## config.mk

```make
export PLATFORM = sky130hd
export DESIGN_NAME = bmide_channel
export DESIGN_NICKNAME = d
export VERILOG_FILES = /design/src/rtl/bmide_pkg.sv /design/src/rtl/bmide_regs.sv /design/src/rtl/bmide_walker.sv /design/src/rtl/bmide_channel.sv
export SDC_FILE = /design/constraint.sdc
export NUM_CORES = 1
export LEC_CHECK = 0
export CORE_ASPECT_RATIO = 1.2
export CORE_MARGIN = 10
export CORE_UTILIZATION = 51
export DETAILED_ROUTE_END_ITERATION = 12
export DONT_BUFFER_PORTS = 1
export GPL_ROUTABILITY_DRIVEN = 1
export HOLD_SLACK_MARGIN = 0.05
export PLACE_DENSITY = 0.66
export SLEW_MARGIN = 20
export SYNTH_ARGS = -nofsm -noshare
export SYNTH_HDL_FRONTEND = slang
export SYNTH_SLANG_ARGS = --single-unit
```

## constraint.sdc

```tcl
create_clock -name clk -period 7.34 [get_ports clk]
set_input_delay 0.367 -clock clk [delete_from_list [all_inputs] [get_ports clk]]
set_output_delay 0.367 -clock clk [all_outputs]
set_load 0.05 [all_outputs]
```

## src/rtl/bmide_pkg.sv

```systemverilog
package bmide_pkg;

    localparam logic [2:0] OFS_CMD = 3'd0;
    localparam logic [2:0] OFS_STS = 3'd2;
    localparam logic [2:0] OFS_TBL = 3'd4;

    localparam logic [7:0] CMD_KEEP   = 8'h09;
    localparam int         CMD_RUN    = 0;
    localparam int         CMD_DIR    = 3;
    localparam int         STS_ACT    = 0;
    localparam int         STS_IRQ    = 2;
    localparam logic [7:0] STS_SOFT   = 8'h60;
    localparam logic [7:0] STS_STICKY = 8'h06;

    localparam int         LEN_W      = 17;
    localparam int         LAST_BIT   = 31;

    typedef enum logic [2:0] {
        W_IDLE,
        W_FADDR,
        W_FCNT,
        W_XFER,
        W_DONE
    } walk_state_e;

    typedef struct packed {
        logic [31:0]      addr;
        logic [LEN_W-1:0] remain;
        logic             last;
    } region_t;

    function automatic logic [LEN_W-1:0] region_len(input logic [15:0] lo);
        logic [LEN_W-1:0] l;
        l = {1'b0, lo[15:1], 1'b0};
        if (lo[15:1] == 15'd0) l = 17'h10000;
        return l;
    endfunction

endpackage

```

## src/rtl/bmide_regs.sv

```systemverilog
module bmide_regs
    import bmide_pkg::*;
(
    input  logic        clk,
    input  logic        rst,
    input  logic        wr,
    input  logic [2:0]  addr,
    input  logic [31:0] wdata,
    input  logic        done,
    output logic [31:0] rdata,
    output logic        active,
    output logic        dir,
    output logic [31:0] tbl_ptr,
    output logic [7:0]  status
);
    logic [7:0]  cmd_q;
    logic [7:0]  st_q;
    logic [31:0] ptr_q;

    always_ff @(posedge clk) begin
        if (rst) begin
            cmd_q <= 8'h00;
            st_q  <= 8'h00;
            ptr_q <= 32'h0;
        end else begin
            if (done) begin
                st_q[STS_ACT] <= 1'b0;
                st_q[STS_IRQ] <= 1'b1;
            end
            if (wr) begin
                case (addr)
                    OFS_CMD: begin
                        cmd_q         <= wdata[7:0] & CMD_KEEP;
                        st_q[STS_ACT] <= wdata[CMD_RUN];
                    end
                    OFS_STS: begin
                        st_q <= (wdata[7:0] & STS_SOFT)
                              | (st_q & 8'h01)
                              | (st_q & ~wdata[7:0] & STS_STICKY);
                    end
                    OFS_TBL: ptr_q <= {wdata[31:2], 2'b00};
                    default: ;
                endcase
            end
        end
    end

    always_comb begin
        case (addr)
            OFS_CMD: rdata = {24'h0, cmd_q};
            OFS_STS: rdata = {24'h0, st_q};
            OFS_TBL: rdata = ptr_q;
            default: rdata = 32'h0;
        endcase
    end

    assign active  = st_q[STS_ACT];
    assign dir     = cmd_q[CMD_DIR];
    assign tbl_ptr = ptr_q;
    assign status  = st_q;
endmodule

```

## src/rtl/bmide_walker.sv

```systemverilog
module bmide_walker
    import bmide_pkg::*;
#(
    parameter int MAX_PRD = 512
) (
    input  logic             clk,
    input  logic             rst,
    input  logic             go,
    input  logic [31:0]      tbl_ptr,
    output logic             idle,
    output logic             done,
    output logic             mem_req,
    output logic [31:0]      mem_addr,
    input  logic             mem_ack,
    input  logic [31:0]      mem_rdata,
    output logic             dev_grant,
    output logic [31:0]      dev_grant_addr,
    output logic [LEN_W-1:0] dev_grant_len,
    input  logic             dev_ack,
    input  logic [LEN_W-1:0] dev_taken
);
    localparam int ENT_W = $clog2(MAX_PRD + 1);
    localparam logic [ENT_W-1:0] ENT_CAP = ENT_W'(MAX_PRD);

    walk_state_e      state_q;
    region_t          rg_q;
    logic [31:0]      cur_q;
    logic [ENT_W-1:0] ent_q;
    logic [LEN_W-1:0] take;
    logic [LEN_W-1:0] left;
    logic             unused_rsvd;

    assign unused_rsvd = ^mem_rdata[30:16];
    assign take = (dev_taken > rg_q.remain) ? rg_q.remain : dev_taken;
    assign left = rg_q.remain - take;

    always_ff @(posedge clk) begin
        if (rst) begin
            state_q <= W_IDLE;
            rg_q    <= '0;
            cur_q   <= 32'h0;
            ent_q   <= '0;
        end else begin
            case (state_q)
                W_IDLE: if (go) begin
                    cur_q   <= tbl_ptr;
                    ent_q   <= '0;
                    state_q <= W_FADDR;
                end
                W_FADDR: if (mem_ack) begin
                    rg_q.addr <= mem_rdata;
                    state_q   <= W_FCNT;
                end
                W_FCNT: if (mem_ack) begin
                    rg_q.remain <= region_len(mem_rdata[15:0]);
                    rg_q.last   <= mem_rdata[LAST_BIT];
                    ent_q       <= ent_q + 1'b1;
                    state_q     <= W_XFER;
                end
                W_XFER: if (dev_ack) begin
                    if (dev_taken == '0) begin
                        state_q <= W_DONE;
                    end else begin
                        rg_q.addr   <= rg_q.addr + 32'(take);
                        rg_q.remain <= left;
                        if (left == '0) begin
                            if (rg_q.last || ent_q == ENT_CAP) begin
                                state_q <= W_DONE;
                            end else begin
                                cur_q   <= cur_q + 32'd8;
                                state_q <= W_FADDR;
                            end
                        end
                    end
                end
                W_DONE:  state_q <= W_IDLE;
                default: state_q <= W_IDLE;
            endcase
        end
    end

    assign idle           = (state_q == W_IDLE);
    assign done           = (state_q == W_DONE);
    assign mem_req        = (state_q == W_FADDR) || (state_q == W_FCNT);
    assign mem_addr       = (state_q == W_FCNT) ? cur_q + 32'd4 : cur_q;
    assign dev_grant      = (state_q == W_XFER);
    assign dev_grant_addr = rg_q.addr;
    assign dev_grant_len  = rg_q.remain;
endmodule

```

## src/rtl/bmide_channel.sv

```systemverilog
module bmide_channel
    import bmide_pkg::*;
#(
    parameter int MAX_PRD = 512
) (
    input  logic        clk,
    input  logic        rst,
    input  logic        reg_wr,
    input  logic [2:0]  reg_addr,
    input  logic [31:0] reg_wdata,
    output logic [31:0] reg_rdata,
    output logic        mem_req,
    output logic [31:0] mem_addr,
    input  logic        mem_ack,
    input  logic [31:0] mem_rdata,
    input  logic        dev_req,
    output logic        dev_grant,
    output logic [31:0] dev_grant_addr,
    output logic [16:0] dev_grant_len,
    output logic        dev_grant_dir,
    input  logic        dev_ack,
    input  logic [16:0] dev_taken,
    output logic        dev_release,
    output logic        irq
);
    logic        active;
    logic        dir;
    logic [31:0] tbl_ptr;
    logic [7:0]  status_w;
    logic        idle;
    logic        done;
    logic        go;

    bmide_regs u_regs (
        .clk    (clk),
        .rst    (rst),
        .wr     (reg_wr),
        .addr   (reg_addr),
        .wdata  (reg_wdata),
        .done   (done),
        .rdata  (reg_rdata),
        .active (active),
        .dir    (dir),
        .tbl_ptr(tbl_ptr),
        .status (status_w)
    );

    assign go = active && dev_req && idle;

    bmide_walker #(.MAX_PRD(MAX_PRD)) u_walk (
        .clk           (clk),
        .rst           (rst),
        .go            (go),
        .tbl_ptr       (tbl_ptr),
        .idle          (idle),
        .done          (done),
        .mem_req       (mem_req),
        .mem_addr      (mem_addr),
        .mem_ack       (mem_ack),
        .mem_rdata     (mem_rdata),
        .dev_grant     (dev_grant),
        .dev_grant_addr(dev_grant_addr),
        .dev_grant_len (dev_grant_len),
        .dev_ack       (dev_ack),
        .dev_taken     (dev_taken)
    );

    assign dev_grant_dir = dir;
    assign dev_release   = done;
    assign irq           = status_w[STS_IRQ];
endmodule

```

==> summary.md <==
| Metric | Value |
|---|---|
| Status | complete, no violations |
| Die width | 147.7 um |
| Worst Path Buf+Inv | 5 |
| First DRT Iteration DRCs | 636 |
| Initial antenna violation count | 0 |
| Num CTS Buffers | 17 |
| RSZ-0062 raised after global routing | no |
| Global-route wire length before repair | 51740 um |
| CP Class | flip-flop to flip-flop |
| Startpoint types | flip-flop |
| Critical R2R Launch | u_walk.dev_grant_len[13] |
| Worst path top cell family by delay | simple AND/OR/NAND/NOR gates |
| Number of port buffers | 0 |
| Post-Route Skew | 8.003 ps |
| GRT overflow | 0 |
| GRT Overall Usage | 24.66% |
| Normalized max-slew margin | 22.86% |
| WHS Endpoint | u_regs.tbl_ptr[10] |
| Largest family of logic cells by synthesized area | simple AND/OR/NAND/NOR gates |
| Asr flop ratio synth | 0% |
| Total negative slack | 0 ps |
| FP Rows | 56 |
| DR vias | 9749 |
| Worst Hold Margin | 72.87 ps |
| Post-CTS Resized | 0 |
| Gp weighted congestion | 0.9164 |
| CP max-delay cell | or4_1 |
| Vias/cell | 6.314 |
| Xor/xnor share of the synthesized area | 4.123% |
| CTS clk-pin slew, worst paths | 60 ps |
| Crit share post-route | 90.38% |
| R2R depth | 20 |
| Compound-Gate Fraction of Synth Area | 25.41% |
| Final ANT Viol Nets | 0 |
| Yosys top cell area share | 26.07% |
| CTS tree | built |
| Hold Crit Depth | 2 |
| Die area | 25600 um^2 |
| Worst-Margin Slew | 1149 ps |
| Maximum capacitance violations | 0 |
| N_diodes | 0 |
| CP required | 7630 ps |
| Synth Flop Type | dfxtp_1 |
| Largest net degree at the start of global routing | 97 |
| DR WL/cell | 21.27 um |
| Crit path cell chain | buf_4 -> inv_1 -> ha_1 -> nand4_1 -> or4_1 -> or3_1 -> nand2_1 -> buf_4 -> a21o_1 -> inv_1 -> ha_1 -> a21oi_4 -> inv_2 -> or3_1 -> a2111oi_2 -> nand4b_1 -> or4b_4 -> or4_1 -> o41ai_1 -> a21oi_1 |
| Hold Path Class | input pin to flip-flop |
| GRT met1 Usage | 27.40% |
| Most frequent cell after synthesis | nand2_1 |
| Slew Viols, Final | 0 |
| Syn avg cell area | 7.374 um^2 |
| Flop2flop setup slack | 710 ps |
| Min-delay src | reg_wdata[10] |
| Register area share after synthesis | 26.07% |
| Layout cells sized above 1 | 7.638% |
| Die Ht | 173.3 um |
| CP Capture Type | flip-flop |
| Clock buffer depth | 2 |
| Largest stage delay, worst path | 890 ps |
| F_max | 150.7 MHz |
| Root Driver | clkbuf_16 |
| Met2 usage | 42.55% |
| CORE AREA | 19410 um^2 |
| GRT busiest layer | met2 |
| Arrival @ worst endpoint | 6930 ps |
| Met3 Use GR | 7.783% |
| VDD IR max | 0.1800 mV |
| P_leak | 0.004004 uW |
| Htree depth | 4 |
| Final setup vio count | 0 |
| Worst-path maximum fanout | 25 |
| Starting density of the core | 51.44% |
| Reg2reg end | u_walk.cur_q[30] |
| Synth top area cells | dfxtp_1, ha_1, a21oi_1 |
| Final Hold Vio Count | 0 |
| Mapped cell area | 9985 um^2 |
| Pre-antenna DRT Iters | 6 |
| Mux cell area share after synthesis | 1.967% |
| Detailed Place HPWL | 23690 um |
| Yosys warnings | 0 |
| Nets | 1416 |
| Vias in the first global route | 9394 |
| Area growth syn-to-layout | 5.664% |
| DRC errors left | 0 |
| Post-synth EDFFs | 0 |
| Power per cell area | 249.4 nW/um^2 |
| Cells after synthesis | 1354 |
| FF+latch count, synth | 130 |
| Min Tclk post-route | 6634 ps |
| Area fraction in and, or, nand and nor cells after synthesis | 26.00% |
| Clk sinks | 130 |
| # IOs | 208 |
| Worst path depth | 20 |
| Most frequent cells after synthesis | nand2_1, nor2_1, dfxtp_1, a21oi_1, clkbuf_1 |
| Adder-cell area share of the yosys netlist | 7.168% |
| Leading area contributor after synthesis | dfxtp_1 |
| Cell variety after synth | 83 |
| Worst-Skew Late Latency | 420 ps |
| Final WL | 32840 um |
==> sequential cells by signal, summed over array words and instances, names as in the netlist <==
register               count
u_walk.rg_q                1
u_walk.dev_grant_addr     32
u_regs.tbl_ptr            30
u_walk.ent_q              10
u_walk.state_q             3
u_regs.status              5
u_walk.cur_q              30
u_walk.dev_grant_len      17
u_regs.cmd_q               2
==> per-layer routing <==
layer | share of wire (%) | routed length, um
met5 | 0 | 0
met4 | 3.4 | 1121
met3 | 8.7 | 2859
met2 | 49 | 16130
met1 | 39 | 12730
==> where the power goes <==
group	total [uW]	switching, uW	internal, uW
combinational	774	502	273
clock	936	352	584
sequential	920	168	752
total	2630	1020	1610
==> what timing repair did <==
action / CTS / global route
endpoints found under the hold margin: 96 / 0
hold buffers: 3 / 0
setup buffers: 0 / 0
==> placed cells by master, fill, tap and decap left out, types with 9 or more instances in the layout <==
| master | instances |
|---|---|
| buf_4 | 35 |
| o211ai_1 | 12 |
| clkbuf_16 | 17 |
| and2_1 | 30 |
| dfxtp_1 | 130 |
| nand2_1 | 158 |
| nor2_1 | 130 |
| xnor2_1 | 18 |
| o2111ai_1 | 20 |
| mux2i_1 | 14 |
| a21o_1 | 28 |
| xor2_1 | 29 |
| or3_1 | 13 |
| nor2b_1 | 10 |
| o21a_1 | 11 |
| a211oi_1 | 25 |
| o21ai_0 | 36 |
| nand4_1 | 18 |
| a21oi_1 | 120 |
| inv_1 | 44 |
| a311oi_1 | 14 |
| nor4_1 | 16 |
| a221oi_1 | 9 |
| nor3_1 | 43 |
| ha_1 | 54 |
| nand3_1 | 50 |
| and3_1 | 20 |
| o31ai_1 | 24 |
==> worst max path at each step <==
stage / startpoint / to / slack [ps]
after global routing: u_walk.dev_grant_len[12] / u_walk.cur_q[30] / 150
after floorplan: u_walk.dev_grant_len[16] / u_walk.cur_q[24] / 1910
after CTS: u_walk.dev_grant_len[13] / u_walk.cur_q[30] / 720
after detailed placement: u_walk.dev_grant_len[13] / u_walk.cur_q[30] / 750
final: u_walk.dev_grant_len[13] / u_walk.cur_q[30] / 710
after global placement: u_walk.dev_grant_len[13] / u_walk.cur_q[30] / 840
==> cell type report <==
class,count,area [um^2]
inverter,47,176.4
sequential,130,2603
clock inverter,14,201.4
clock buffer,18,439.2
multi-input combinational,1036,6494
fill,1919,8859
timing repair buffer,38,310.3
tap,261,326.6
==> worst register-to-register path: cells and delay by family, from the launching register on <==
kind	cells	cell delay, ps
DFF	1	310
buffers and inverters	5	780
adders and majority gates	2	680
AOI/OAI and AO/OA	5	1440
and+or+nand+nor	8	3290
==> kinds of logic (layout without fill, tap and decap cells) <==
logic type,count (synthesis),count (layout)
buf+inv,189,117
fa+ha+maj,56,56
compound gates,374,374
mux,19,19
flops,130,130
xor+xnor,47,47
simple gates,538,538
other cells,1,2
==> metrics by stage <==
step                area [um^2]  power, uW  utilization [%]  worst slack (ps)  instances
global route              10550       2760            54.36             148.0       1544
detailed placement         9858       1682            50.79             748.6       1509
CTS                       10550       2638            54.34             723.3       1544
finish                    10550       2631            54.36             706.1       1544
floorplan                  9988       1543                -              1909       1355
global placement           9858       1672            50.79             840.5       1509
Note: power is estimated with default switching activity, not from simulation.
